## config.mk

```make
export PLATFORM = sky130hd
export DESIGN_NAME = miss_conflict_table
export DESIGN_NICKNAME = d
export VERILOG_FILES = /design/src/rtl/mct_pkg.sv /design/src/rtl/mct_first_set.sv /design/src/rtl/mct_entry_store.sv /design/src/rtl/mct_hold_ctrl.sv /design/src/rtl/miss_conflict_table.sv
export SDC_FILE = /design/constraint.sdc
export NUM_CORES = 1
export LEC_CHECK = 0
export BUFFER_PORTS_ARGS = -buffer_cell sky130_fd_sc_hd__buf_2
export CAP_MARGIN = 40
export CORE_MARGIN = 1.5
export CORE_UTILIZATION = 60
export CTS_BUF_LIST = sky130_fd_sc_hd__clkbuf_4 sky130_fd_sc_hd__clkbuf_8 sky130_fd_sc_hd__clkbuf_16
export DETAILED_ROUTE_END_ITERATION = 10
export PLACE_DENSITY = 0.79
export SYNTH_ARGS = -nofsm -noshare
export SYNTH_HDL_FRONTEND = slang
export SYNTH_SLANG_ARGS = --single-unit
```

## constraint.sdc

```tcl
create_clock -name clk -period 5 [get_ports clk]
set_clock_uncertainty 0.15 [all_clocks]
set_input_delay 0 -clock clk [delete_from_list [all_inputs] [get_ports clk]]
set_output_delay 0 -clock clk [all_outputs]
set_load 0.005 [all_outputs]
```

## src/rtl/mct_pkg.sv

```systemverilog
// Shared types for the snooped miss conflict table.
// Assumes a 2-bit bus command encoding fixed across the bus.
package mct_pkg;

    typedef enum logic [1:0] {
        CMD_NOP = 2'd0,
        CMD_RD  = 2'd1,
        CMD_RDX = 2'd2,
        CMD_UPG = 2'd3
    } bus_cmd_e;

    typedef enum logic [1:0] {
        HS_IDLE = 2'd0,
        HS_LOOK = 2'd1,
        HS_WAIT = 2'd2,
        HS_ARB  = 2'd3
    } hold_st_e;

    // True for commands that claim exclusive ownership of a line.
    function automatic logic is_excl(input bus_cmd_e c);
        return (c == CMD_RDX) || (c == CMD_UPG);
    endfunction

endpackage

```

## src/rtl/mct_first_set.sv

```systemverilog
// Lowest-index set bit finder.
// Assumes N >= 1; idx is 0 when nothing is set.
module mct_first_set #(
    parameter  int N  = 8,
    localparam int IW = (N > 1) ? $clog2(N) : 1
) (
    input  logic [N-1:0]  vec,
    output logic          found,
    output logic [IW-1:0] idx
);

    // Scan from the top so the lowest set index wins.
    always_comb begin
        found = |vec;
        idx   = '0;
        for (int i = N - 1; i >= 0; i--) begin
            if (vec[i]) idx = IW'(i);
        end
    end

endmodule

```

## src/rtl/mct_entry_store.sv

```systemverilog
// Fully associative store of in-flight bus requests.
// Allocates on every snooped non-NOP command and frees on the matching
// response tag. It also gives a line-address hit vector for the held miss.
// Assumes bus tags of live entries are unique and that no request is
// snooped while the table is full (the issue logic ensures this locally).
module mct_entry_store
    import mct_pkg::*;
#(
    parameter  int             ENTRIES = 8,
    parameter  int             ADDR_W  = 26,
    parameter  int             ID_W    = 2,
    parameter  int             TAG_W   = 3,
    parameter  logic [ID_W-1:0] MY_ID  = '0,
    localparam int             IW      = (ENTRIES > 1) ? $clog2(ENTRIES) : 1
) (
    input  logic              clk,
    input  logic              rst_n,
    input  logic              snp_valid,
    input  logic [1:0]        snp_cmd,
    input  logic [ADDR_W-1:0] snp_addr,
    input  logic [ID_W-1:0]   snp_src,
    input  logic [TAG_W-1:0]  snp_tag,
    input  logic              rsp_valid,
    input  logic [TAG_W-1:0]  rsp_tag,
    input  logic [ADDR_W-1:0] look_addr,
    input  logic              join_en,
    input  logic [IW-1:0]     join_idx,
    output logic [ENTRIES-1:0] hit_vec,
    output logic [1:0]        ent_cmd [ENTRIES],
    output logic [ID_W-1:0]   ent_src [ENTRIES],
    output logic [TAG_W-1:0]  ent_tag [ENTRIES],
    output logic              full,
    output logic              take
);

    logic [ENTRIES-1:0] valid_vec;
    logic [ENTRIES-1:0] local_vec;
    logic [ENTRIES-1:0] retire_vec;
    logic               free_found;
    logic [IW-1:0]      free_idx;
    logic               alloc_en;

    // Pick the lowest free slot for the next snooped request.
    mct_first_set #(.N(ENTRIES)) u_free (
        .vec   (~valid_vec),
        .found (free_found),
        .idx   (free_idx)
    );

    assign alloc_en = snp_valid && (bus_cmd_e'(snp_cmd) != CMD_NOP) && free_found;
    assign full     = &valid_vec;
    assign take     = |(retire_vec & local_vec);

    for (genvar g = 0; g < ENTRIES; g++) begin : g_ent
        logic              v_q;
        logic              l_q;
        logic [ADDR_W-1:0] a_q;
        logic [1:0]        c_q;
        logic [ID_W-1:0]   s_q;
        logic [TAG_W-1:0]  t_q;
        logic              wr_here;

        assign wr_here       = alloc_en && (free_idx == IW'(g));
        assign retire_vec[g] = rsp_valid && v_q && (t_q == rsp_tag);
        assign hit_vec[g]    = v_q && !retire_vec[g] && (a_q == look_addr);
        assign valid_vec[g]  = v_q;
        assign local_vec[g]  = l_q;
        assign ent_cmd[g]    = c_q;
        assign ent_src[g]    = s_q;
        assign ent_tag[g]    = t_q;

        // Entry live bit and local-capture mark.
        always_ff @(posedge clk) begin
            if (!rst_n) begin
                v_q <= 1'b0;
                l_q <= 1'b0;
            end else if (wr_here) begin
                v_q <= 1'b1;
                l_q <= (snp_src == MY_ID);
            end else if (retire_vec[g]) begin
                v_q <= 1'b0;
                l_q <= 1'b0;
            end else if (join_en && (join_idx == IW'(g))) begin
                l_q <= 1'b1;
            end
        end

        // Entry payload, written only on allocation.
        always_ff @(posedge clk) begin
            if (wr_here) begin
                a_q <= snp_addr;
                c_q <= snp_cmd;
                s_q <= snp_src;
                t_q <= snp_tag;
            end
        end
    end

endmodule

```

## src/rtl/mct_hold_ctrl.sv

```systemverilog
// Sequencer for the single held local miss: lookup, join, wait,
// arbitrate and slot fill. Assumes the hit inputs describe the lowest
// matching live entry for the held line in the current cycle.
module mct_hold_ctrl
    import mct_pkg::*;
#(
    parameter  int              ENTRIES = 8,
    parameter  int              ADDR_W  = 26,
    parameter  int              ID_W    = 2,
    parameter  int              TAG_W   = 3,
    parameter  logic [ID_W-1:0] MY_ID   = '0,
    localparam int              IW      = (ENTRIES > 1) ? $clog2(ENTRIES) : 1
) (
    input  logic              clk,
    input  logic              rst_n,
    input  logic              loc_valid,
    input  logic [1:0]        loc_cmd,
    input  logic [ADDR_W-1:0] loc_addr,
    input  logic              snp_valid,
    input  logic [1:0]        snp_cmd,
    input  logic [ADDR_W-1:0] snp_addr,
    input  logic [ID_W-1:0]   snp_src,
    input  logic              rsp_valid,
    input  logic [TAG_W-1:0]  rsp_tag,
    input  logic              bus_gnt,
    input  logic              hit_any,
    input  logic [IW-1:0]     hit_idx,
    input  logic [1:0]        hit_cmd,
    input  logic [ID_W-1:0]   hit_src,
    input  logic [TAG_W-1:0]  hit_tag,
    input  logic              full,
    output logic [ADDR_W-1:0] held_addr,
    output logic              join_en,
    output logic [IW-1:0]     join_idx,
    output logic              loc_ready,
    output logic              bus_req,
    output logic              slot_valid,
    output logic [1:0]        slot_cmd,
    output logic              shr_out
);

    hold_st_e          st_q, st_d;
    bus_cmd_e          cmd_q, cmd_d;
    logic [ADDR_W-1:0] addr_q;
    logic [TAG_W-1:0]  blk_q, blk_d;
    logic              conf_q, conf_d;
    logic              snp_conf;
    logic              snp_excl;
    bus_cmd_e          hcmd;

    assign hcmd      = bus_cmd_e'(hit_cmd);
    assign snp_conf  = snp_valid && (bus_cmd_e'(snp_cmd) != CMD_NOP)
                       && (snp_addr == addr_q) && (snp_src != MY_ID);
    assign snp_excl  = snp_conf && is_excl(bus_cmd_e'(snp_cmd));
    assign held_addr = addr_q;
    assign join_idx  = hit_idx;

    // Next-state and output decode for the held miss.
    always_comb begin
        st_d       = st_q;
        cmd_d      = cmd_q;
        blk_d      = blk_q;
        conf_d     = conf_q;
        join_en    = 1'b0;
        shr_out    = 1'b0;
        loc_ready  = 1'b0;
        bus_req    = 1'b0;
        slot_valid = 1'b0;
        slot_cmd   = CMD_NOP;
        unique case (st_q)
            HS_IDLE: begin
                loc_ready = 1'b1;
                if (loc_valid && (bus_cmd_e'(loc_cmd) != CMD_NOP)) begin
                    st_d  = HS_LOOK;
                    cmd_d = bus_cmd_e'(loc_cmd);
                end
            end
            HS_LOOK: begin
                if (snp_conf) begin
                    st_d = HS_LOOK;
                    if (snp_excl && (cmd_q == CMD_UPG)) cmd_d = CMD_RDX;
                end else if (hit_any) begin
                    if ((cmd_q == CMD_RD) && (hcmd == CMD_RD)) begin
                        join_en = 1'b1;
                        shr_out = 1'b1;
                        st_d    = HS_IDLE;
                    end else begin
                        blk_d = hit_tag;
                        st_d  = HS_WAIT;
                        if ((cmd_q == CMD_UPG) && is_excl(hcmd) && (hit_src != MY_ID))
                            cmd_d = CMD_RDX;
                    end
                end else if (!full) begin
                    st_d   = HS_ARB;
                    conf_d = 1'b0;
                end
            end
            HS_WAIT: begin
                if (snp_excl && (cmd_q == CMD_UPG)) cmd_d = CMD_RDX;
                if (rsp_valid && (rsp_tag == blk_q)) st_d = HS_LOOK;
            end
            HS_ARB: begin
                bus_req = 1'b1;
                if (snp_conf) conf_d = 1'b1;
                if (snp_excl && (cmd_q == CMD_UPG)) cmd_d = CMD_RDX;
                if (bus_gnt) begin
                    slot_valid = 1'b1;
                    if (conf_q || snp_conf || full) begin
                        slot_cmd = CMD_NOP;
                        st_d     = HS_LOOK;
                        conf_d   = 1'b0;
                    end else begin
                        slot_cmd = cmd_q;
                        st_d     = HS_IDLE;
                    end
                end
            end
            default: st_d = HS_IDLE;
        endcase
    end

    // State, command, blocking tag and conflict flag registers.
    always_ff @(posedge clk) begin
        if (!rst_n) begin
            st_q   <= HS_IDLE;
            cmd_q  <= CMD_NOP;
            blk_q  <= '0;
            conf_q <= 1'b0;
        end else begin
            st_q   <= st_d;
            cmd_q  <= cmd_d;
            blk_q  <= blk_d;
            conf_q <= conf_d;
        end
    end

    // Capture the line address of an accepted local miss.
    always_ff @(posedge clk) begin
        if (!rst_n) addr_q <= '0;
        else if ((st_q == HS_IDLE) && loc_valid) addr_q <= loc_addr;
    end

endmodule

```

## src/rtl/miss_conflict_table.sv

```systemverilog
// Top of the snooped miss conflict table: entry store, hit selection and
// held-miss sequencer. Assumes a single outstanding held local miss and
// that all controllers on the bus snoop the same address phases.
module miss_conflict_table
    import mct_pkg::*;
#(
    parameter int              ENTRIES = 8,
    parameter int              ADDR_W  = 26,
    parameter int              ID_W    = 2,
    parameter int              TAG_W   = 3,
    parameter logic [ID_W-1:0] MY_ID   = '0
) (
    input  logic              clk,
    input  logic              rst_n,
    input  logic              loc_valid,
    input  logic [1:0]        loc_cmd,
    input  logic [ADDR_W-1:0] loc_addr,
    output logic              loc_ready,
    input  logic              snp_valid,
    input  logic [1:0]        snp_cmd,
    input  logic [ADDR_W-1:0] snp_addr,
    input  logic [ID_W-1:0]   snp_src,
    input  logic [TAG_W-1:0]  snp_tag,
    input  logic              rsp_valid,
    input  logic [TAG_W-1:0]  rsp_tag,
    output logic              rsp_take,
    input  logic              bus_gnt,
    output logic              bus_req,
    output logic              slot_valid,
    output logic [1:0]        slot_cmd,
    output logic [ADDR_W-1:0] slot_addr,
    output logic              shr_out,
    output logic              tbl_full
);

    localparam int IW = (ENTRIES > 1) ? $clog2(ENTRIES) : 1;

    logic [ENTRIES-1:0] hit_vec;
    logic [1:0]         ent_cmd [ENTRIES];
    logic [ID_W-1:0]    ent_src [ENTRIES];
    logic [TAG_W-1:0]   ent_tag [ENTRIES];
    logic               hit_any;
    logic [IW-1:0]      hit_idx;
    logic [ADDR_W-1:0]  held_addr;
    logic               join_en;
    logic [IW-1:0]      join_idx;

    mct_entry_store #(
        .ENTRIES (ENTRIES), .ADDR_W (ADDR_W), .ID_W (ID_W),
        .TAG_W (TAG_W), .MY_ID (MY_ID)
    ) u_store (
        .clk       (clk),
        .rst_n     (rst_n),
        .snp_valid (snp_valid),
        .snp_cmd   (snp_cmd),
        .snp_addr  (snp_addr),
        .snp_src   (snp_src),
        .snp_tag   (snp_tag),
        .rsp_valid (rsp_valid),
        .rsp_tag   (rsp_tag),
        .look_addr (held_addr),
        .join_en   (join_en),
        .join_idx  (join_idx),
        .hit_vec   (hit_vec),
        .ent_cmd   (ent_cmd),
        .ent_src   (ent_src),
        .ent_tag   (ent_tag),
        .full      (tbl_full),
        .take      (rsp_take)
    );

    // Lowest matching entry stands for the conflict.
    mct_first_set #(.N(ENTRIES)) u_hit (
        .vec   (hit_vec),
        .found (hit_any),
        .idx   (hit_idx)
    );

    mct_hold_ctrl #(
        .ENTRIES (ENTRIES), .ADDR_W (ADDR_W), .ID_W (ID_W),
        .TAG_W (TAG_W), .MY_ID (MY_ID)
    ) u_ctrl (
        .clk        (clk),
        .rst_n      (rst_n),
        .loc_valid  (loc_valid),
        .loc_cmd    (loc_cmd),
        .loc_addr   (loc_addr),
        .snp_valid  (snp_valid),
        .snp_cmd    (snp_cmd),
        .snp_addr   (snp_addr),
        .snp_src    (snp_src),
        .rsp_valid  (rsp_valid),
        .rsp_tag    (rsp_tag),
        .bus_gnt    (bus_gnt),
        .hit_any    (hit_any),
        .hit_idx    (hit_idx),
        .hit_cmd    (ent_cmd[hit_idx]),
        .hit_src    (ent_src[hit_idx]),
        .hit_tag    (ent_tag[hit_idx]),
        .full       (tbl_full),
        .held_addr  (held_addr),
        .join_en    (join_en),
        .join_idx   (join_idx),
        .loc_ready  (loc_ready),
        .bus_req    (bus_req),
        .slot_valid (slot_valid),
        .slot_cmd   (slot_cmd),
        .shr_out    (shr_out)
    );

    assign slot_addr = held_addr;

endmodule

```

# --- Word level (Yosys, flattened, before mapping) ---
# Cells that the tools add are included.
op_classes:
  n_addsub: 0
  n_mul: 0
  div_mod_pow: 0
  n_lt_le_gt_ge: 1
  eq_ne: 52
  n_shift: 0
  mux: 99
  n_bitwise: 5
  reduce_logical: 106
ops:
  columns: ["operator", "n"]
  rows:
  - ["26-bit == test", 9]
  - ["1-bit logical AND", 60]
  - ["1-bit 2-to-1 mux", 55]
  - ["3-bit 2-to-1 mux", 18]
  - ["2-bit 2-to-1 mux", 20]
  - ["3-bit == test", 9]
  - ["2-bit nonzero test", 13]
  - ["3-bit == test, second input constant", 8]
  - ["3-bit nonzero test", 8]
  - ["8-bit OR reduction", 3]
  - ["4-bit AND reduction", 4]
  - ["2-bit == test, second input constant", 7]
  - ["2-bit binary-select mux with 3-bit select", 2]
  - ["3-bit by 2-bit == test with 1-bit output, second input constant", 4]
  - ["3-bit binary-select mux with 3-bit select", 1]
  - ["8-bit AND", 1]
  - ["1-bit logical NOT", 8]
  - ["2-bit != test, second input constant", 4]
  - ["8-bit NOT", 1]
  - ["2-bit one-hot mux with 4 select lines", 1]
  - ["8-bit AND reduction", 1]
  - ["2-bit by 1-bit == test with 1-bit output, second input constant", 3]
  - ["3-bit by 1-bit == test with 1-bit output, second input constant", 2]
  - ["3-bit logical NOT", 2]
  - ["12 further kinds", 19]
totals:
  ff_bits: 314
  latchBits: 0
  ram_bits: 0
  mem_bits_ro: 0
  input_bits: 70
  output_inout_bits: 34
  word_cells: 316
  memories: 0

# --- Longest topological paths before layout ---
logic_depth:
  word_depth: 27
  mapped_depth: 14
  mapped_depth_nobuf: 11

# --- By module ---
# From an unflattened synthesis, not the netlist that was laid out.
unflattened:
  cells_unflattened: 999
  area_unflattened_um2: 13867.0
by_module_without_submodules:
  columns: ["module", "n_inst", "cells_each", "area_per_inst_um2", "seq_area_each_um2"]
  rows:
  - ["mct_entry_store", 1, 729, 11498.5, 8247.9]
  - ["mct_hold_ctrl", 1, 219, 1720.4, 680.7]
  - ["miss_conflict_table", 1, 25, 485.5, 0.0]
  - ["mct_first_set", 2, 13, 81.3, 0.0]

# --- Least setup slack after synthesis ---
# Ideal clock, no wire load.
synth_path:
  path_type: "reg-to-reg"
  start: "register u_ctrl.addr_q[18], in the netlist u_ctrl.held_addr[18]"
  end: "register u_ctrl.blk_q[0]"
  setup_time_ps: 121
  arrival_ps: 3220
  required_ps: 4729
  path_slack_ps: 1510
  path_stages_with_launch: 13
  n_path_buf: 1
  synth_period_minus_slack_ps: 3490
  path_cell_list: "dfxtp_1 > buf_2 > xor2_1 > nor4_2 > nand2_1 > or4_4 > o211a_2 > nor3_4 > mux2_1 > a221oi_2 > a21oi_4 > a21oi_4 > mux2_2"
synth_via:
  elab_chain_cells: 18
  elab_cells_between_ends: 40
  classes_between: "eq/ne (10); mux (14); bitwise (3); reduce/logical (13)"
synth_lines:
  columns: ["item", "line", "text"]
  rows:
  - ["start, declared", "mct_hold_ctrl.sv:44", "logic [ADDR_W-1:0] addr_q;"]
  - ["start signal, assigned", "mct_hold_ctrl.sv:140", "else if ((st_q == HS_IDLE) && loc_valid) addr_q <= loc_addr;"]
  - ["26-bit == test", "mct_entry_store.sv:65", "assign hit_vec[g] = v_q && !retire_vec[g] && (a_q == look_addr);"]
  - ["1-bit logical AND", "mct_entry_store.sv:65", null]
  - ["3-bit 2-to-1 mux (8 in series)", "mct_first_set.sv:17", "if (vec[i]) idx = IW'(i);"]
  - ["3-bit NOT with 4-bit output (not written as such)", "miss_conflict_table.sv:97, miss_conflict_table.sv:99", null]
  - ["2-bit binary-select mux with 3-bit select", "miss_conflict_table.sv:97", ".hit_cmd (ent_cmd[hit_idx]),"]
  - ["2-bit 2-to-1 mux (not written as such) (2 in series)", "miss_conflict_table.sv:97", null]
  - ["2-bit by 1-bit == test with 1-bit output", "mct_hold_ctrl.sv:83", "if ((cmd_q == CMD_RD) && (hcmd == CMD_RD)) begin"]
  - ["1-bit logical AND", "mct_hold_ctrl.sv:83", null]
  - ["1-bit NOT (no source line)", null, null]
  - ["4-bit AND reduction (no source line)", null, null]
  - ["end signal, assigned", "mct_hold_ctrl.sv:132", "blk_q <= blk_d;"]
  - ["end, declared", "mct_hold_ctrl.sv:45", "logic [TAG_W-1:0] blk_q, blk_d;"]
# Parallel ways exist; a longest one is shown, timed or not. The select of a mux whose other input is x is not followed.
# A chain may end at the register's enable or synchronous reset.

# --- Worst setup path in the final report ---
layout_path:
  start: "register u_ctrl.addr_q[10], in the netlist u_ctrl.held_addr[10]"
  end: "output shr_out"
layout_via:
  elab_chain_cells: 20
  elab_cells_between_ends: 38
  classes_between: "eq/ne (10); mux (15); bitwise (1); reduce/logical (12)"
layout_lines:
  columns: ["item", "line", "text"]
  rows:
  - ["26-bit == test", "mct_entry_store.sv:65", null]
  - ["1-bit logical AND", "mct_entry_store.sv:65", null]
  - ["3-bit 2-to-1 mux (8 in series)", "mct_first_set.sv:17", null]
  - ["3-bit NOT with 4-bit output (not written as such)", "miss_conflict_table.sv:97", null]
  - ["2-bit binary-select mux with 3-bit select", "miss_conflict_table.sv:97", null]
  - ["2-bit 2-to-1 mux (not written as such) (2 in series)", "miss_conflict_table.sv:97", null]
  - ["2-bit by 1-bit == test with 1-bit output", "mct_hold_ctrl.sv:83", null]
  - ["1-bit logical AND", "mct_hold_ctrl.sv:83", null]
  - ["1-bit 2-to-1 mux", "mct_hold_ctrl.sv:83", null]
  - ["1-bit 2-to-1 mux", "mct_hold_ctrl.sv:82", "end else if (hit_any) begin"]
  - ["1-bit 2-to-1 mux *", "mct_hold_ctrl.sv:79", "if (snp_conf) begin"]
  - ["1-bit 2-to-1 mux *", "mct_hold_ctrl.sv:70", "unique case (st_q)"]
  - ["end, declared", "miss_conflict_table.sv:32", "output logic shr_out,"]
# Every way passes the cells marked *; elsewhere a longest branch is shown, timed or not. The select of a mux whose other input is x is not followed.

==> metrics.md <==
| Metric | Value |
|---|---|
| CTS Root Cell | `clkbuf_16` |
| Design area | `0.0179 mm2` |
| Overall die width | `160 um` |
| Initial antenna violation count | `0` |
| Syn Area/Cell | `12.8 um2` |
| Sw Share | `0.251` |
| Starting DRT DRC Count | `1235` |
| Gr ovfl total | `0` |
| Starting Density | `0.609` |
| Routed WL | `46600 um` |
| Antenna-violating nets left | `0` |
| Final hold vios | `0` |
| LEAKAGE | `6.47 nW` |
| Netlist cell types | `69` |
| Relative slew slack | `0.407` |
| Total power draw | `0.00643 W` |
| Worst-path fanout max | `11` |
| WL/cell | `27.0 um` |
| HPWL after DPL | `32700 um` |
| Setup_tns | `0 ps` |
| Power density over the cells | `360 mW/mm2` |
| Vias/cell | `6.15` |
| Pint | `0.00482 W` |
| Worst setup EP type | `output port` |
| Syn_nets | `1224` |
| Placed cell area | `0.0159 mm2` |
| Seq/Total Area, Yosys | `0.607` |
| Clock sinks | `314` |
| Worst Path Class, Setup | `flip-flop to output port` |
| Yosys top cell by area | `edfxtp_1` |
| Setup violations, final | `0` |
| Fmax | `218 MHz` |
| Post-synth EDFFs | `264` |
| Vias in the first global route | `10700` |
| Hold Crit Endpoint | `u_ctrl.held_addr[12]$_SDFFE_PN0P_` |
| Final Cycle Share | `0.917` |
| CP arrival | `4430 ps` |
| Gate Count Post-Synth | `1154` |
| First-pass GRT wire length | `67900 um` |
| H-tree levels | `2` |
| Clock power share | `0.411` |
| Core Region | `0.0242 mm2` |
| Commonest non-fill, non-tap cells in the layout | `264 x edfxtp_1, 132 x xor2_1, 129 x xnor2_1` |
| RSZ-0062 raised after global routing | `no` |
| I/O pin count | `104` |
| Clock buffer depth | `3` |
| Worst hold stages | `5` |
| Tightest Hold Check Type | `input port to flip-flop` |
| Total track usage | `0.371` |
| Layout area overhead | `21.4%` |
| Switch Pwr | `0.00161 W` |
| Ant diodes | `0` |
| Origin of the critical flop-to-flop path | `u_ctrl.held_addr[10]$_SDFFE_PN0P_` |
| Clock insertion delay at the later pin of the skew report | `520 ps` |
| Largest net degree at the start of global routing | `57` |
| Req. time, crit path | `4850 ps` |
| Synthesized area | `0.0147 mm2` |
| Outcome | `completed` |
| Drt first pass iters | `6` |
| Main synth FF type | `edfxtp_1` |
| Reg2Reg Setup Slack | `660 ps` |
| Worst r2r dst | `u_ctrl.blk_q[2]$_SDFFE_PN0P_` |
| Crit path time final | `4580 ps` |
| Cells on worst reg2reg path | `11` |
| DR DRC count | `0` |
| Worst-Margin Slew | `889 ps` |
| PortBufs | `103` |
| Async set-reset flop share out of synthesis | `0` |
| TritonCTS Buffers | `34` |
| Post-synth top area share | `0.539` |
| CP Launch Type | `flip-flop` |
| Yosys reg bits | `314` |
| Synth Warn # | `0` |
| Placer's final routability congestion estimate | `0.990` |
| Die area | `0.0255 mm2` |
| Final nets | `1449` |
| Hold path start | `loc_valid` |
| Final slew viol count | `0` |
| # rows | `57` |
| Most common cell after layout, fill and taps aside | `edfxtp_1` |
| Seq pwr share | `0.463` |
| Peak VDD IR | `300 uV` |
| Vias after detailed routing | `10600` |
| Share of layout cells above drive strength 1 | `0.170` |
| Clock slew at reported path FFs | `60 ps` |
| Post-CTS sizing | `0` |
| Synth area leaders | `edfxtp_1 54%, xor2_1 7.9%, xnor2_1 7.7%, dfxtp_1 6.8%, nand2_1 3.0%` |
| Max-cap violations | `0` |
| Gate power share | `0.126` |
| CTS tree | `built` |
| Die Span Y | `160 um` |
[cells by family after synthesis]
group                  synth area share
XOR/XNOR                          0.155
flip-flops                        0.607
buffers and inverters            0.0217
multiplexers                     0.0151
AO/OA/AOI/OAI                    0.0619
AND/OR/NAND/NOR                   0.139
[cell usage after synthesis (5+ instances only)]
| cell type | count |
|---|---|
| nor3_1 | 19 |
| nor2_1 | 29 |
| nand2_1 | 118 |
| mux2_1 | 5 |
| nand2b_1 | 7 |
| mux2_2 | 5 |
| o41ai_1 | 5 |
| o211ai_1 | 6 |
| xor2_1 | 132 |
| nand4_1 | 52 |
| nor4_1 | 46 |
| or3_1 | 10 |
| o21ai_0 | 16 |
| a21oi_1 | 9 |
| nand3b_1 | 6 |
| clkbuf_1 | 15 |
| xnor2_1 | 129 |
| nor2b_1 | 6 |
| mux2i_1 | 11 |
| buf_2 | 24 |
| or4_1 | 11 |
| a21boi_0 | 37 |
| nand3_1 | 25 |
| edfxtp_1 | 264 |
| inv_1 | 21 |
| dfxtp_1 | 50 |
| and2_1 | 11 |
| and3_1 | 7 |
[layout make-up]
type / count / area [um2]
clock buffer: 43 / 955
tap: 324 / 405
clock inverter: 18 / 216
timing repair buffer: 235 / 1800
inverter: 21 / 78.8
fill: 1592 / 6310
multi-input combinational: 773 / 5480
sequential: 314 / 8930
[per-stage QoR]
stage          utilization  worst slack (ps)  hold slack [ps]  std cells
2_1_floorplan            -              1510            -51.1       1154
3_3_place_gp         0.651               578              103       1578
3_5_place_dp         0.656               746              110       1583
4_1_cts              0.739               511            0.308       1728
6_report             0.739               416            0.401       1728
5_1_grt              0.739               215             46.6       1728
[critical path, stage by stage (launching register included)]
cell and delay, ps:
dfxtp_1 890, xor2_1 300, nor4_1 350, nand3_1 220, or3_1 440, o41ai_2 610
nand2_1 150, nor2_1 240, a2111oi_4 100, a21oi_4 270, nand2_2 140, nor2_1 100
buf_2 120
[sequential cells by signal (all words and copies together) (netlist names)]
| signal | flops |
|---|---|
| u_ctrl.cmd_q | 2 |
| u_ctrl.held_addr | 26 |
| u_ctrl.st_q | 2 |
| u_store.g_ent.s_q | 16 |
| u_store.g_ent.a_q | 208 |
| u_store.g_ent.l_q | 8 |
| u_store.g_ent.v_q | 8 |
| u_store.g_ent.t_q | 24 |
| u_ctrl.conf_q | 1 |
| u_ctrl.blk_q | 3 |
| u_store.g_ent.c_q | 16 |
[worst max-delay path by stage]
stage                                         to  cells past startpoint  slack (ps)                         startpoint
finish                                   shr_out                     12         420  u_ctrl.held_addr[10]$_SDFFE_PN0P_
global route                             shr_out                     12         210  u_ctrl.held_addr[10]$_SDFFE_PN0P_
CTS                                      shr_out                     12         510  u_ctrl.held_addr[10]$_SDFFE_PN0P_
detailed placement  u_ctrl.blk_q[2]$_SDFFE_PN0P_                     11         750  u_ctrl.held_addr[10]$_SDFFE_PN0P_
global placement    u_ctrl.blk_q[1]$_SDFFE_PN0P_                     10         580  u_ctrl.held_addr[10]$_SDFFE_PN0P_
floorplan           u_ctrl.blk_q[0]$_SDFFE_PN0P_                     12        1510  u_ctrl.held_addr[18]$_SDFFE_PN0P_
[routing by layer]
layer | wire length [um] | vias to the layer above | GRT usage | part of all wire
met5 | 0 | - | 0 | 0
met4 | 3010 | 0 | 0.211 | 0.065
met3 | 3780 | 160 | 0.0685 | 0.081
met2 | 22200 | 569 | 0.613 | 0.48
met1 | 17600 | 5212 | 0.461 | 0.38
li1 | - | 4678 | - | -
[repair_timing]
action,CTS,global route
buffers inserted,0,0
endpoints found under the hold margin,302,0
hold buffers,84,0
[power groups by stage]
stage          registers (W)  clock network, W  logic [W]
3_3_place_gp         0.00303                 0   0.000717
6_report             0.00298           0.00264   0.000810
4_1_cts              0.00298           0.00263   0.000791
5_1_grt              0.00298           0.00274   0.000855
3_5_place_dp         0.00303                 0   0.000726
2_1_floorplan        0.00298                 0   0.000448
Note: power is estimated with default switching activity, not from simulation.
